==> src/rtl/shift_unit_pkg.sv <==
`timescale 1ns/1ps
package shift_unit_pkg;
  typedef enum logic [2:0] {
    OP_SLL = 3'b000,
    OP_SRL = 3'b001,
    OP_SRA = 3'b010,
    OP_ROL = 3'b011,
    OP_ROR = 3'b100
  } shift_op_e;

  // true for operations realised as a left turn by the negated count
  function automatic logic is_right_op(input logic [2:0] op);
    return (op == OP_SRL) || (op == OP_SRA) || (op == OP_ROR);
  endfunction
endpackage

==> src/rtl/shift_rot_stage.sv <==
`timescale 1ns/1ps
// One multiplexer stage: rotate left by sel*STEP places.
module shift_rot_stage #(
  parameter int WIDTH = 16,
  parameter int STEP  = 4,
  parameter int SEL_W = 2
) (
  input  logic [WIDTH-1:0] din,
  input  logic [SEL_W-1:0] sel,
  output logic [WIDTH-1:0] dout
);
  localparam int NCAND = 1 << SEL_W;

  function automatic logic [WIDTH-1:0] turn_left(input logic [WIDTH-1:0] v, input int s);
    logic [WIDTH-1:0] r;
    for (int i = 0; i < WIDTH; i++) r[(i + s) % WIDTH] = v[i];
    return r;
  endfunction

  logic [WIDTH-1:0] cand [NCAND];

  for (genvar k = 0; k < NCAND; k++) begin : g_cand
    assign cand[k] = turn_left(din, (k * STEP) % WIDTH);
  end

  assign dout = cand[sel];
endmodule

==> src/rtl/shift_rotator.sv <==
`timescale 1ns/1ps
// Two-stage left rotator: coarse steps then fine steps.
module shift_rotator #(
  parameter int WIDTH  = 16,
  parameter int FINE_W = 2
) (
  input  logic                     clk,
  input  logic                     rst_n,
  input  logic [WIDTH-1:0]         din,
  input  logic [$clog2(WIDTH)-1:0] amt,
  output logic [WIDTH-1:0]         dout
);
  localparam int AMT_W    = $clog2(WIDTH);
  localparam int COARSE_W = AMT_W - FINE_W;
  localparam int COARSE_S = 1 << FINE_W;

  logic [WIDTH-1:0] mid;

  shift_rot_stage #(.WIDTH(WIDTH), .STEP(COARSE_S), .SEL_W(COARSE_W)) u_coarse (
    .din(din), .sel(amt[AMT_W-1:FINE_W]), .dout(mid)
  );

  shift_rot_stage #(.WIDTH(WIDTH), .STEP(1), .SEL_W(FINE_W)) u_fine (
    .din(mid), .sel(amt[FINE_W-1:0]), .dout(dout)
  );

  // a rotation keeps the number of set bits
  rot_popcount_chk: assert property (@(posedge clk) disable iff (!rst_n)
    $countones(dout) == $countones(din));

  // a zero count leaves the word as it was
  rot_zero_chk: assert property (@(posedge clk) disable iff (!rst_n)
    (amt == '0) |-> (dout == din));
endmodule

==> src/rtl/shift_mask_rom.sv <==
`timescale 1ns/1ps
// Table of all-ones shifted left by the count; right mask is its mirror.
module shift_mask_rom #(
  parameter int WIDTH = 16
) (
  input  logic                     clk,
  input  logic                     rst_n,
  input  logic [$clog2(WIDTH)-1:0] amt,
  output logic [WIDTH-1:0]         lmask,
  output logic [WIDTH-1:0]         rmask
);
  localparam logic [WIDTH-1:0] ONES = '1;

  logic [WIDTH-1:0] tbl [WIDTH];

  for (genvar e = 0; e < WIDTH; e++) begin : g_tbl
    assign tbl[e] = ONES << e;
  end

  assign lmask = tbl[amt];

  for (genvar b = 0; b < WIDTH; b++) begin : g_mirror
    assign rmask[b] = lmask[WIDTH-1-b];
  end

  // the kept field is exactly WIDTH minus count bits
  mask_width_chk: assert property (@(posedge clk) disable iff (!rst_n)
    $countones(lmask) == (WIDTH - int'(amt)));

  // the far end of each mask is always kept
  mask_edge_chk: assert property (@(posedge clk) disable iff (!rst_n)
    lmask[WIDTH-1] && rmask[0]);
endmodule

==> src/rtl/shift_unit.sv <==
`timescale 1ns/1ps
module shift_unit #(
  parameter int WIDTH  = 16,
  parameter int FINE_W = 2
) (
  input  logic                     clk,
  input  logic                     rst_n,
  input  logic                     in_valid,
  output logic                     in_ready,
  input  logic [2:0]               in_op,
  input  logic [$clog2(WIDTH)-1:0] in_amt,
  input  logic [WIDTH-1:0]         in_data,
  output logic                     out_valid,
  input  logic                     out_ready,
  output logic [WIDTH-1:0]         out_data
);
  import shift_unit_pkg::*;

  localparam int AMT_W = $clog2(WIDTH);

  logic [AMT_W-1:0] rot_amt;
  logic [WIDTH-1:0] rotated, lmask, rmask, result;
  logic             fire;

  // right-hand operations turn left by (WIDTH - count) mod WIDTH
  assign rot_amt = is_right_op(in_op) ? (~in_amt + 1'b1) : in_amt;

  shift_rotator #(.WIDTH(WIDTH), .FINE_W(FINE_W)) u_rot (
    .clk(clk), .rst_n(rst_n), .din(in_data), .amt(rot_amt), .dout(rotated)
  );

  shift_mask_rom #(.WIDTH(WIDTH)) u_mask (
    .clk(clk), .rst_n(rst_n), .amt(in_amt), .lmask(lmask), .rmask(rmask)
  );

  always_comb begin
    unique case (in_op)
      OP_SLL:  result = rotated & lmask;
      OP_SRL:  result = rotated & rmask;
      OP_SRA:  result = (rotated & rmask) | ({WIDTH{in_data[WIDTH-1]}} & ~rmask);
      OP_ROL,
      OP_ROR:  result = rotated;
      default: result = in_data;
    endcase
  end

  assign in_ready = !out_valid || out_ready;
  assign fire     = in_valid && in_ready;

  always_ff @(posedge clk or negedge rst_n) begin
    if (!rst_n) begin
      out_valid <= 1'b0;
      out_data  <= '0;
    end else if (in_ready) begin
      out_valid <= in_valid;
      if (in_valid) out_data <= result;
    end
  end


  accept_latency_chk: assert property (@(posedge clk) disable iff (!rst_n)
    fire |=> out_valid);


  stall_hold_chk: assert property (@(posedge clk) disable iff (!rst_n)
    (out_valid && !out_ready) |=> (out_valid && $stable(out_data)));


  sra_sign_chk: assert property (@(posedge clk) disable iff (!rst_n)
    (fire && in_op == OP_SRA) |=> (out_data[WIDTH-1] == $past(in_data[WIDTH-1])));


  sll_fill_chk: assert property (@(posedge clk) disable iff (!rst_n)
    (fire && in_op == OP_SLL && in_amt != '0) |=> !out_data[0]);


  srl_fill_chk: assert property (@(posedge clk) disable iff (!rst_n)
    (fire && in_op == OP_SRL && in_amt != '0) |=> !out_data[WIDTH-1]);
endmodule

==> config.mk <==
export PLATFORM = sky130hd
export DESIGN_NAME = shift_unit
export DESIGN_NICKNAME = d
export VERILOG_FILES = /design/src/rtl/shift_unit_pkg.sv /design/src/rtl/shift_rot_stage.sv /design/src/rtl/shift_rotator.sv /design/src/rtl/shift_mask_rom.sv /design/src/rtl/shift_unit.sv
export SDC_FILE = /design/constraint.sdc
export NUM_CORES = 1
export LEC_CHECK = 0
export BUFFER_PORTS_ARGS = -buffer_cell sky130_fd_sc_hd__buf_2
export CAP_MARGIN = 15
export CORE_UTILIZATION = 58
export DETAILED_ROUTE_END_ITERATION = 6
export GPL_ROUTABILITY_DRIVEN = 0
export GPL_TIMING_DRIVEN = 0
export MAX_ROUTING_LAYER = met4
export PLACE_DENSITY_LB_ADDON = 0.1
export SYNTH_ARGS = -nofsm -noshare
export SYNTH_HDL_FRONTEND = slang
export SYNTH_HIERARCHICAL = 1
export SYNTH_SLANG_ARGS = --single-unit
==> constraint.sdc <==
create_clock -name clk -period 1.42 [get_ports clk]
set_clock_uncertainty 0.2 [all_clocks]
set_input_delay 0.426 -clock clk [delete_from_list [all_inputs] [get_ports clk]]
set_output_delay 0.426 -clock clk [all_outputs]
set_load 0.005 [all_outputs]
* Word level (Yosys, flattened, before mapping)
Memories as Yosys holds them, arrays and structs flattened.
Cells that the tools add are included.
** Word-level totals
- Output and inout port bits :: 18
- Memories :: 1
- Memory bits (read-only) :: 256
- Input port bits :: 27
- Logic and storage cells :: 37
- Bits in registers :: 17
** Memories
- (name not given) :: words 16, width 16, read ports 1, clocked after Yosys merged registers in 0, wr ports 0, line shift_mask_rom.sv:20 : assign lmask = tbl[amt];
** Operators by class
- Add/sub/neg operators :: 1
- Reductions and logical operators :: 7
- Equal/unequal tests :: 4
- Muxes and demuxes :: 10
- Order comparisons :: 3
- Bitwise operators :: 9
** Operators by type and width (number)
- 16-bit 2-to-1 mux :: 6
- 16-bit binary-select mux with 2-bit select :: 2
- 16-bit one-hot mux with 4 select lines :: 1
- 16-bit AND :: 3
- 16-bit inverter :: 1
- 16-bit OR :: 1
- 3-bit by 2-bit equality test with 1-bit output (second input constant) :: 2
- 3-bit greater-or-equal comparator (second input constant) :: 2
- 2-bit inverter with 3-bit output :: 2
- 5-bit greater-or-equal comparator (second input constant) :: 1
- 4-bit inverter with 5-bit output :: 1
- 4-bit by 1-bit adder with 4-bit output (second input constant) :: 1
- 4-bit 2-to-1 mux :: 1
- 4-bit inverter :: 1
- 3-bit by 1-bit equality test with 1-bit output (second input constant) :: 1
- 3-bit equality test (second input constant) :: 1
- 3-bit zero test :: 1
- 1-bit logical OR :: 3
- 2-bit AND reduction :: 1
- 2-bit OR reduction :: 1
- 1-bit zero test :: 1

* Longest topological paths before layout
- Depth after elaboration :: 14
- Mapped depth :: 14

* Cells and area by module
Netlist, hierarchy kept.
** Modules (own cells, without submodules)
- shift_unit :: area an instance 1567.8 um2, times used 1, cells each 215
- shift_rot_stage (u_rot.u_coarse) :: area an instance 439.2 um2, times used 1, cells each 20
- shift_rot_stage (u_rot.u_fine) :: area an instance 427.9 um2, times used 1, cells each 20
- shift_mask_rom :: area an instance 244.0 um2, times used 1, cells each 37

* Worst setup path before layout
No wires, ideal clock.
- Path kind :: in2reg
- Start :: in in_op[1]
- End :: reg out_data[0]
- Data arrival time :: 3.059 ns
- Data required time :: 1.085 ns
- Buffers on the path :: 4
- Stages on the path :: 14
- Path slack :: -1.974 ns
- Cell sequence :: buf_6 -> clkbuf_1 -> o21ai_0 -> o21ai_0 -> nor2_1 -> xor2_1 -> buf_6 -> buf_12 -> mux4_2 -> mux4_1 -> o31ai_1 -> o21ai_0 -> a31oi_1 -> o31ai_1
** Between the ends
- Longest elaborated chain between the ends :: 14
** RTL lines
- start: declaration :: line shift_unit.sv:10 : input logic [2:0] in_op,
- 3-bit by 1-bit equality test with 1-bit output / 3-bit by 2-bit equality test with 1-bit output (equally long branches) :: line shift_unit_pkg.sv:13 : return (op == OP_SRL) || (op == OP_SRA) || (op == OP_ROR);
- 1-bit logical OR :: line shift_unit_pkg.sv:13
- 1-bit logical OR * :: line shift_unit_pkg.sv:13
- 4-bit 2-to-1 mux * :: line shift_unit.sv:26 : assign rot_amt = is_right_op(in_op) ? (~in_amt + 1'b1) : in_amt;
- net rot_amt[2] :: line shift_unit.sv:21 : logic [AMT_W-1:0] rot_amt;
- 2-bit inverter with 3-bit output (implied by the code) * :: line shift_rot_stage.sv:26 : assign dout = cand[sel];
- 16-bit binary-select mux with 2-bit select * :: line shift_rot_stage.sv:26
- 16-bit 2-to-1 mux (implied by the code) * (2 in series) :: line shift_rot_stage.sv:26
- net u_rot.mid[14] :: line shift_rotator.sv:17 : logic [WIDTH-1:0] mid;
- 16-bit binary-select mux with 2-bit select * :: line shift_rot_stage.sv:26
- 16-bit 2-to-1 mux (implied by the code) * (2 in series) :: line shift_rot_stage.sv:26
- net rotated[0] :: line shift_unit.sv:22 : logic [WIDTH-1:0] rotated, lmask, rmask, result;
- 16-bit AND :: line shift_unit.sv:39, shift_unit.sv:40
- 16-bit OR :: line shift_unit.sv:40 : OP_SRA: result = (rotated & rmask) | ({WIDTH{in_data[WIDTH-1]}} & ~rmask);
- 16-bit one-hot mux with 4 select lines * :: line shift_unit.sv:37 : unique case (in_op)
- end signal: assignment :: line shift_unit.sv:56 : if (in_valid) out_data <= result;
- end: declaration :: line shift_unit.sv:15 : output logic [WIDTH-1:0] out_data
Mark *: on every way through the listed nets, which the timed path passes. The rest lies on a longest branch. The select of a mux whose other input is x is not followed.
A chain may end at the register's enable or synchronous reset.

* Final worst setup path
- Start :: in in_op[0]
- End :: reg out_data[4]
The elaborated chain is that of the path after synthesis.

==> metrics.txt <==
status finished with violations; failing checks negative setup slack; P_sw 1060 uW; largest net degree at the start of global routing 18; Setup WS post-layout -1.88 ns; DR pass1 iterations 6; Worst setup SP type primary input; unrepaired setup endpoints after global routing true; CTS Buffer Depth 2; max-cap check violation count 0; cell area power density 819 mW/mm^2; top-area cell type share of the netlist area 16.7%; Min-Delay Path Class primary input to flip-flop; Tot Pwr 2690 uW; I/O pins 45; Async SR Flop Fraction 100%; drt wl/cell 18.8 um; Slew Limit Fails 0; clk slew on worst S/H paths 0.06 ns; Final ANT Viol Nets 0; GR Overflow Total 0; Nets 388; Synth Warn # 6; Worst EP required 1.34 ns; most frequent cells after synthesis o21ai_0, o31ai_1, inv_1; Combinational Power Share 63.7%; CTS root buf clkbuf_8; Final Setup Violations 17; DP Area 0.00296 mm^2; share of post-route cells with drive strength above 1 44.6%; Avg Inst Size Synth 9.17 um^2; synth top area cells mux4_1, dfrtp_1, mux4_2, o31ai_1, o21ai_0; Post-Syn Area 0.00268 mm^2; switching share of power 39.4%; post-DP HPWL 5510 um; CORE AREA 0.00438 mm^2; Initial Util 61.1%; Post-synth EDFFs 0; vias in the first global route 2398; Final Hold Fails 0; clock latency on the worst-skew pair 0.25 ns; detailed-route wire length 7740 um; reg-to-reg slack, setup -0.02 ns; relative slew slack 54.6%; Yosys cell types 35; Via density 6.57; area grow syn2layout 22.6%; Setup crit end kind flip-flop; initial detailed-routing violation count 286; total global routing track utilization 32.6%; Die Span Y 70.0 um; Antenna diodes 0; Crit Path Max Fanout 7; fin area 0.00328 mm^2; first-pass GRT wire length 12100 um; most frequent cell after synthesis o21ai_0; H-tree levels 1; DR vias 2700; crit path DAT 3.22 ns; Filler Cell Count 334; internal power 1630 uW; kind of critical path primary input to flip-flop; worst hold margin 0.241 ns; CTS tree done; largest area contributor in the netlist mux4_1; sequential area share after synthesis 15.9%; crit path time final 3.30 ns; I/O Buffers 43; Die X 70.0 um; DRC 0; Clk pwr share 13.3%; worst-margin pin slew 0.681 ns; Top FF cell, synth dfrtp_1; sequential share of power 23.0%; die footprint 0.00489 mm^2; P_leak 0.00142 uW; Synth Instances 292; CTS buffer count 3; fin crit share 232%; # clock sinks 17; VDD IR max 0.592 mV; final setup TNS -28.79 ns; FMAX 303 MHz; initial antenna violation count 0; Seq cells post-synth 17; # rows 24
[area by class of cell]
class	instances	area [um^2]	area share (%)
plain buffers	46	357	10.9
clock buffers	4	45.0	1.37
inverters	20	75.1	2.29
multi-input cells	210	1920	58.6
flip-flops and latches	17	425	13.0
well taps	52	65.1	1.98
repair buffers	62	393	12.0
[per-layer routing]
| metal | part of all wire [%] | track usage, % | up-vias |
|---|---|---|---|
| met3 | 7.4 | 3.46 | 20 |
| li1 | - | - | 1229 |
| met4 | 3.6 | 10.2 | 0 |
| met2 | 48 | 51.4 | 138 |
| met5 | 0 | - | - |
| met1 | 41 | 44.7 | 1313 |
[registers in the layout, indices dropped and copies added, names as in the netlist]
signal,cells
out_data,16
out_valid,1
[final timing paths]
check | cells after the start | endpoint | startpoint
max in group asynchronous | 2 | out_data[6] | rst_n
hold / removal | 2 | out_valid | in_valid
setup / recovery | 14 | out_data[4] | in_op[0]
setup reg to reg | 4 | out_data[14] | out_valid
min in group asynchronous | 2 | out_data[14] | rst_n
hold reg to reg | 2 | out_data[13] | out_data[13]
[power by group through the flow]
stage               combinational, uW  clock, uW  sequential (uW)
global placement                 1390          0              624
detailed placement               1420          0              626
CTS                              1560        360              618
finish                           1710        359              618
global route                     1820        375              628
floorplan                        1010          0              634
[cells by family (layout without fill, tap and decap cells)]
logic type | count (synthesis) | after routing | share of synthesized area (%)
xor gates and xnor gates | 3 | 3 | 0.981
buffers and inverters | 66 | 132 | 14.9
muxes | 48 | 48 | 35.3
AOI/OAI and AO/OA | 103 | 103 | 23.5
other | 1 | 2 | 0.140
DFF | 17 | 17 | 15.9
and+or+nand+nor | 53 | 53 | 8.83
adders and majority gates | 1 | 1 | 0.467
[critical path, cell delays in order]
cell	delay [ns]
buf_6	0.09
buf_6	0.12
xor2_2	0.14
o21ai_2	0.15
nor2_1	0.07
xor2_1	0.18
buf_6	0.17
buf_6	0.12
mux4_2	0.53
mux4_2	0.54
o31ai_2	0.22
o21ai_1	0.10
a31oi_1	0.25
o31ai_1	0.10
[stage by stage]
step	instances	setup slack [ns]	utilization (%)
6_report	411	-1.88	74.9
5_1_grt	411	-2.01	74.9
4_1_cts	405	-1.89	71.8
3_5_place_dp	388	-2.32	67.5
3_3_place_gp	388	-2.25	67.5
2_1_floorplan	293	-1.86	-
[cells in the final DEF, fill, tap and decap left out, types with 2 or more instances in the layout]
cell      netlist  layout
buf_2          10      46
buf_4          18      35
mux4_2         15      32
o21ai_0        40      23
o21ai_1         8      22
inv_1          20      20
o31ai_1        31      20
nand2_1        19      19
nor2_1         18      18
dfrtp_1        17      17
a31oi_1        16      15
mux2i_1        15      13
buf_6           5      10
clkbuf_1       10      10
o31ai_2         0      10
o21ai_2         1       4
nor3_1          4       4
nand3_1         4       4
buf_8           0       3
nand2b_1        3       3
a21oi_1         3       3
clkbuf_8        0       3
xor2_1          3       2
clkbuf_4        0       2
conb_1          1       2
buf_12          2       2
[what timing repair did]
item / CTS / global route
resized for setup: 30 / 27
gates cloned: 1 / 0
pin swaps: 12 / 16
hold buffers: 1 / 0
setup buffers: 11 / 7
setup endpoints to repair: 17 / 17
endpoints found under the hold margin: 17 / 0
No activity file was read; power rests on OpenSTA's default activity.
